File: src/rtl/wake_pkg.sv
package wake_pkg;
  localparam int WORD_W      = 32;
  localparam int TIMER_WORDS = 2;
  localparam int NUM_BANKS   = 5;

  // Bank order matters: it fixes the address arithmetic software relies on.
  typedef enum logic [2:0] {
    BANK_EN   = 3'd0,
    BANK_FALL = 3'd1,
    BANK_RISE = 3'd2,
    BANK_POL  = 3'd3,
    BANK_STAT = 3'd4
  } bank_e;
endpackage

File: src/rtl/wake_sync.sv
module wake_sync #(
  parameter int W = 96
) (
  input  logic         clk,
  input  logic         rst,
  input  logic [W-1:0] async_i,
  output logic [W-1:0] cur_o,
  output logic [W-1:0] prev_o
);
  logic [W-1:0] s1_q, s2_q, prev_q;

  always_ff @(posedge clk) begin
    if (rst) begin
      s1_q   <= '0;
      s2_q   <= '0;
      prev_q <= '0;
    end else begin
      s1_q   <= async_i;
      s2_q   <= s1_q;
      prev_q <= s2_q;
    end
  end

  assign cur_o  = s2_q;
  assign prev_o = prev_q;

  // Any bit that changes in the second stage must have been sitting in the first.
  assert_sync_two_stage_R10: assert property (@(posedge clk) disable iff (rst)
    (((s2_q ^ $past(s2_q)) & ~($past(s1_q) ^ $past(s2_q))) == '0));
endmodule

File: src/rtl/wake_trig_detect.sv
module wake_trig_detect #(
  parameter int W = 96
) (
  input  logic [W-1:0] cur_i,
  input  logic [W-1:0] prev_i,
  input  logic [W-1:0] rise_en_i,
  input  logic [W-1:0] fall_en_i,
  input  logic [W-1:0] pol_i,
  output logic [W-1:0] hit_o
);
  for (genvar p = 0; p < W; p++) begin : g_pin
    logic edge_mode, rose, fell, lvl;
    assign edge_mode = rise_en_i[p] | fall_en_i[p];
    assign rose      = cur_i[p] & ~prev_i[p];
    assign fell      = ~cur_i[p] & prev_i[p];
    assign lvl       = ~(cur_i[p] ^ pol_i[p]);
    assign hit_o[p]  = edge_mode ? ((rise_en_i[p] & rose) | (fall_en_i[p] & fell)) : lvl;
  end
endmodule

File: src/rtl/wake_regbank.sv
module wake_regbank
  import wake_pkg::*;
#(
  parameter int PIN_COUNT = 96,
  parameter int ADDR_W    = 8
) (
  input  logic                 clk,
  input  logic                 rst,
  input  logic                 wr_en_i,
  input  logic                 rd_en_i,
  input  logic [ADDR_W-1:0]    addr_i,
  input  logic [WORD_W-1:0]    wdata_i,
  input  logic [PIN_COUNT-1:0] hit_i,
  output logic [WORD_W-1:0]    rdata_o,
  output logic [PIN_COUNT-1:0] en_o,
  output logic [PIN_COUNT-1:0] fall_o,
  output logic [PIN_COUNT-1:0] rise_o,
  output logic [PIN_COUNT-1:0] pol_o,
  output logic [PIN_COUNT-1:0] stat_o
);
  localparam int NW      = (PIN_COUNT + WORD_W - 1) / WORD_W;
  localparam int PW      = NW * WORD_W;
  localparam int WORD_AW = ADDR_W - 2;

  logic [WORD_AW-1:0]   word;
  logic                 aligned, is_timer, in_map;
  logic [2:0]           bank_sel;
  int                   base;
  logic [NUM_BANKS-1:0] bank_we;
  logic [1:0]           timer_we;
  logic [WORD_W-1:0]    rd_word;
  logic [PW-1:0]        sel_pad;

  logic [PIN_COUNT-1:0] bank_q [NUM_BANKS];
  logic [WORD_W-1:0]    timer_q [TIMER_WORDS];
  logic [WORD_W-1:0]    rdata_q;

  assign word    = addr_i[ADDR_W-1:2];
  assign aligned = (addr_i[1:0] == 2'b00);

  // Address decode: timer words, then bank/word lookup by comparison.
  always_comb begin
    is_timer = aligned && (int'(word) < TIMER_WORDS);
    in_map   = 1'b0;
    bank_sel = 3'd0;
    base     = 0;
    for (int b = 0; b < NUM_BANKS; b++) begin
      for (int i = 0; i < NW; i++) begin
        if (aligned && int'(word) == TIMER_WORDS + b * NW + i) begin
          in_map   = 1'b1;
          bank_sel = 3'(b);
          base     = i * WORD_W;
        end
      end
    end
  end

  always_comb begin
    for (int b = 0; b < NUM_BANKS; b++)
      bank_we[b] = wr_en_i && in_map && (bank_sel == 3'(b));
    for (int t = 0; t < TIMER_WORDS; t++)
      timer_we[t] = wr_en_i && is_timer && (int'(word) == t);
  end

  function automatic logic [PIN_COUNT-1:0] merge_word(
    input logic [PIN_COUNT-1:0] old,
    input int                   pos,
    input logic [WORD_W-1:0]    d
  );
    logic [PW-1:0] pad;
    pad = PW'(old);
    pad[pos +: WORD_W] = d;
    return pad[PIN_COUNT-1:0];
  endfunction

  for (genvar b = 0; b < NUM_BANKS; b++) begin : g_bank
    if (b == int'(BANK_STAT)) begin : g_status
      // Sticky: software write replaces, fresh hits are ORed on top.
      logic [PIN_COUNT-1:0] base_v;
      assign base_v = bank_we[b] ? merge_word(bank_q[b], base, wdata_i) : bank_q[b];
      always_ff @(posedge clk) begin
        if (rst) bank_q[b] <= '0;
        else     bank_q[b] <= base_v | hit_i;
      end
    end else begin : g_config
      always_ff @(posedge clk) begin
        if (rst)             bank_q[b] <= '0;
        else if (bank_we[b]) bank_q[b] <= merge_word(bank_q[b], base, wdata_i);
      end
    end
  end

  for (genvar t = 0; t < TIMER_WORDS; t++) begin : g_timer
    always_ff @(posedge clk) begin
      if (rst)              timer_q[t] <= '0;
      else if (timer_we[t]) timer_q[t] <= wdata_i;
    end
  end

  always_comb begin
    sel_pad = '0;
    for (int b = 0; b < NUM_BANKS; b++)
      if (bank_sel == 3'(b)) sel_pad = PW'(bank_q[b]);
    if (is_timer)    rd_word = word[0] ? timer_q[1] : timer_q[0];
    else if (in_map) rd_word = sel_pad[base +: WORD_W];
    else             rd_word = '0;
  end

  always_ff @(posedge clk) begin
    if (rst)          rdata_q <= '0;
    else if (rd_en_i) rdata_q <= rd_word;
  end

  assign rdata_o = rdata_q;
  assign en_o    = bank_q[BANK_EN];
  assign fall_o  = bank_q[BANK_FALL];
  assign rise_o  = bank_q[BANK_RISE];
  assign pol_o   = bank_q[BANK_POL];
  assign stat_o  = bank_q[BANK_STAT];

  assert_unmapped_reads_zero_R4: assert property (@(posedge clk) disable iff (rst)
    (rd_en_i && !in_map && !is_timer) |=> (rdata_o == '0));

  assert_status_sticky_R9: assert property (@(posedge clk) disable iff (rst)
    (!bank_we[BANK_STAT]) |=> ((stat_o & $past(stat_o)) == $past(stat_o)));

  assert_timer_holds_R2: assert property (@(posedge clk) disable iff (rst)
    (!wr_en_i) |=> (timer_q[0] == $past(timer_q[0]) && timer_q[1] == $past(timer_q[1])));
endmodule

File: src/rtl/wake_monitor.sv
module wake_monitor
  import wake_pkg::*;
#(
  parameter int PIN_COUNT = 96,
  parameter int ADDR_W    = 8
) (
  input  logic                 clk,
  input  logic                 rst,
  input  logic [PIN_COUNT-1:0] pin_i,
  input  logic                 wr_en_i,
  input  logic                 rd_en_i,
  input  logic [ADDR_W-1:0]    addr_i,
  input  logic [WORD_W-1:0]    wdata_i,
  output logic [WORD_W-1:0]    rdata_o,
  output logic                 wake_o
);
  logic [PIN_COUNT-1:0] cur, prev, hit;
  logic [PIN_COUNT-1:0] en, fall, rise, pol, stat;
  logic [PIN_COUNT-1:0] pending, lvl_cond;
  logic                 wake_q;

  wake_sync #(.W(PIN_COUNT)) u_sync (
    .clk(clk), .rst(rst), .async_i(pin_i), .cur_o(cur), .prev_o(prev)
  );

  wake_trig_detect #(.W(PIN_COUNT)) u_detect (
    .cur_i(cur), .prev_i(prev), .rise_en_i(rise), .fall_en_i(fall),
    .pol_i(pol), .hit_o(hit)
  );

  wake_regbank #(.PIN_COUNT(PIN_COUNT), .ADDR_W(ADDR_W)) u_regs (
    .clk(clk), .rst(rst), .wr_en_i(wr_en_i), .rd_en_i(rd_en_i),
    .addr_i(addr_i), .wdata_i(wdata_i), .hit_i(hit), .rdata_o(rdata_o),
    .en_o(en), .fall_o(fall), .rise_o(rise), .pol_o(pol), .stat_o(stat)
  );

  assign pending = stat & en;

  always_ff @(posedge clk) begin
    if (rst) wake_q <= 1'b0;
    else     wake_q <= |pending;
  end

  assign wake_o = wake_q;

  // Level condition as seen by the checks below (not used by the datapath).
  assign lvl_cond = ~(rise | fall) & ~(cur ^ pol);

  assert_edge_needs_change_R7: assert property (@(posedge clk) disable iff (rst)
    ((hit & (rise | fall) & ~(cur ^ prev)) == '0));

  assert_level_sets_status_R8: assert property (@(posedge clk) disable iff (rst)
    (lvl_cond != '0) |=> ((stat & $past(lvl_cond)) == $past(lvl_cond)));

  assert_no_enable_no_wake_R10: assert property (@(posedge clk) disable iff (rst)
    (en == '0) |=> !wake_o);
endmodule

File: config.mk
export PLATFORM = sky130hd
export DESIGN_NAME = wake_monitor
export DESIGN_NICKNAME = d
export VERILOG_FILES = /design/src/rtl/wake_pkg.sv /design/src/rtl/wake_sync.sv /design/src/rtl/wake_trig_detect.sv /design/src/rtl/wake_regbank.sv /design/src/rtl/wake_monitor.sv
export SDC_FILE = /design/constraint.sdc
export NUM_CORES = 2
export LEC_CHECK = 0
export ABC_AREA = 1
export BUFFER_PORTS_ARGS = -buffer_cell sky130_fd_sc_hd__buf_4
export CAP_MARGIN = 20
export CORE_ASPECT_RATIO = 0.5
export CORE_MARGIN = 2
export CORE_UTILIZATION = 62
export DETAILED_ROUTE_END_ITERATION = 10
export HOLD_SLACK_MARGIN = 0.06
export PLACE_DENSITY_LB_ADDON = 0.25
export SKIP_CTS_REPAIR_TIMING = 1
export SYNTH_ARGS = -nofsm -noshare
export SYNTH_HDL_FRONTEND = slang
export SYNTH_SLANG_ARGS = --single-unit
export TNS_END_PERCENT = 100
File: constraint.sdc
create_clock -name clk -period 15.7 [get_ports clk]
set_clock_uncertainty 0.2 [all_clocks]
set_input_delay 3.14 -clock clk [delete_from_list [all_inputs] [get_ports clk]]
set_output_delay 3.14 -clock clk [all_outputs]
set_load 0.02 [all_outputs]
==> run metrics <==
status finished clean; Max Clk Rate 0.112 GHz; CP max stage cell buf_4; initial antenna violation count 5; Hold Path Stages 2; RSZ-0062 raised after global routing no; Max-Cap Viols 0; routed wire length 136000 microns; Area Overhead vs Synth 10.7%; CTS clk-pin slew, worst paths 0.06 ns; CP Launch Type primary input; DRT Pass-1 Iters 7; number of buffers created by CTS 77; setup_tns 0 ns; Crit. End Element flip-flop; fraction of layout instances using a drive strength above 1 7.53%; worst skew pair latency 0.64 ns; DIE AREA 0.0672 sq mm; Worst Tran Pin Value 1.23 ns; grt peak-use layer met2; fraction of registers with async set/reset 0%; WP data required 15.75 ns; Ys Warns 0; Synth Area per Inst 8.06 sq um; Placement Rows 66; Final Max Slew Viols 0; crit-path leading delay family simple AND/OR/NAND/NOR gates; Yosys top cell by area edfxtp_1; # port buffers 172; CTS Sinks 865; Worst R2R Setup Slack 12.61 ns; most frequent cells in the layout nand2_1 (1015), a21oi_1 (708), nor2_1 (660), inv_1 (597), edfxtp_1 (448); hpwl dp 83600 microns; grt ovf 0; Critical Setup Path Class in -> reg; Lkg Pwr 18.9 nW; final critical-path setup slack 6.78 ns; final hold violations 0; Post-synth EDFFs 448; Crit path arrival time 8.97 ns; fin crit share 56.8%; Syn Inst Count 5005; die width 365 microns; vias per cell 6.31; met1 Usage GRT 52.4%; Reg2Reg Depth 7; Final Net Count 5168; CTS max path bufs 3; drt drc 0; R2R Path End wake_o; worst min path class reg -> reg; CTS tree done; hold wc startpoint u_sync.s1_q[82]; pin count of the biggest net entering global routing 102; initial DRC count 6395; CP Buf/Inv Count 4; #FFs+latches synth 865; core area 0.0647 sq mm; first-pass GRT wire length 202000 microns; ANT nets after route 0; Most common cell on crit path buf_4; post-synthesis sequential area ratio 54.1%; Syn Std Cell Area 0.0403 sq mm; GP Congestion 1.00; met3 Usage GRT 15.5%; Crit path largest cell delay 0.93 ns; Yosys top cell area share 33.4%; final setup fails 0; chip height 184 microns; met2 Usage GRT 57.4%; Routed WL per cell 22.7 microns; Synth Flop Type edfxtp_1; syn nets 5149; fin crit period 8.92 ns; Hold Path End u_sync.cur_o[82]; Crit Path Max Fanout 64; H-tree lvl count 3; clock root buffer clkbuf_16; ranking of synthesized cells by area edfxtp_1 (33%), dfxtp_1 (21%), nand2_1 (9.5%); # IOs 173; All-Layer GR Usage 39.6%; Place WS 6.49 ns; Slew HR 17.8%; Cell Pwr Density 110 mW/mm^2; Initial Util 62.4%; Peak VDD IR 0.0733 mV; Distinct cells, synth 39; Worst R2R Start u_regs.bank_q[0][47]; crit path cell chain buf_4 > inv_2 > nand2_2 > nor2_1 > nand2_1 > nand3_4 > buf_4 > nor2_8 > nand2_4 > nor2_8 > nand2_1 > nand2_4 > buf_4; number of global-route vias before repair 34500; most common cell after layout, fill and taps aside nand2_1; vias 37700
==> per-stage QoR <==
stage                     power (W)  hold WS (ns)  utilization (%)  instances  instance area [sq um]
after global routing        0.00504         0.218             69.0       5969                  44600
final                       0.00492         0.200             69.1       5975                  44700
after global placement      0.00296         0.189             65.0       5827                  42000
after floorplan             0.00282         0.188                -       5005                  40300
after CTS                   0.00489         0.201             69.0       5967                  44600
after detailed placement    0.00298         0.192             65.0       5827                  42000
==> kinds of logic after synthesis <==
| logic type | count (synthesis) | share of synthesized area (%) |
|---|---|---|
| xor gates and xnor gates | 2 | 0.0434 |
| buffers and inverters | 894 | 8.60 |
| AOI/OAI and AO/OA | 1180 | 16.2 |
| DFF | 865 | 54.1 |
| adders and majority gates | 4 | 0.124 |
| and+or+nand+nor | 2060 | 21.0 |
==> where the power goes <==
part	total, W	leakage (nW)	internal (W)	switching [W]
sequential	0.00255	7.99	0.00248	0.0000744
combinational	0.000404	9.61	0.000124	0.000280
clock	0.00197	1.26	0.00110	0.000868
total	0.00492	18.9	0.00370	0.00122
==> cells in the mapped netlist (20+ instances only) <==
library cell,n
a211oi_1,20
a21oi_1,708
a22o_1,26
a311oi_1,68
buf_1,20
buf_2,52
clkbuf_1,199
dfxtp_1,417
edfxtp_1,448
inv_1,600
nand2_1,1019
nand3_1,152
nand4_1,81
nor2_1,662
nor3_1,95
nor3b_1,30
o211ai_1,37
o21ai_0,244
o21ai_1,27
==> registers in the layout, summed over array words and instances, names as in the netlist <==
| signal | flops |
|---|---|
| u_regs.timer_q | 64 |
| u_sync.prev_o | 96 |
| u_sync.cur_o | 96 |
| u_sync.s1_q | 96 |
| wake_o | 1 |
| u_regs.bank_q | 480 |
| u_regs.rdata_o | 32 |
==> layout make-up <==
type	count	area [sq um]
timing repair buffer	221	1690
multi-input combinational	3246	15200
clock inverter	24	255
clock buffer	116	2310
tap	884	1110
antenna	6	15.0
inverter	613	2310
sequential	865	21800
fill	5178	20000
==> worst max-delay path by stage <==
stage / startpoint / to / slack, ns / cells past startpoint
floorplan: addr_i[2] / u_regs.bank_q[3][0] / 3.98 / 8
global placement: addr_i[2] / u_regs.bank_q[0][41] / 6.64 / 13
detailed placement: addr_i[2] / u_regs.bank_q[0][26] / 6.49 / 13
CTS: addr_i[2] / u_regs.bank_q[0][8] / 7.18 / 13
global route: addr_i[2] / u_regs.bank_q[4][32] / 6.83 / 18
finish: addr_i[2] / u_regs.bank_q[0][31] / 6.78 / 13
==> per-layer routing <==
layer	routed length [microns]	vias up
li1	-	16700
met1	48900	17300
met2	55900	3106
met3	23900	546
met4	6920	2
met5	11	-
==> worst min-delay path: cells and delay by family (launching register included) <==
kind                   cells  cell delay (ns)
buffers and inverters      1             0.04
flip-flops                 1             0.30
AND/OR/NAND/NOR            1             0.03
Power figures use the tool's default switching activity.
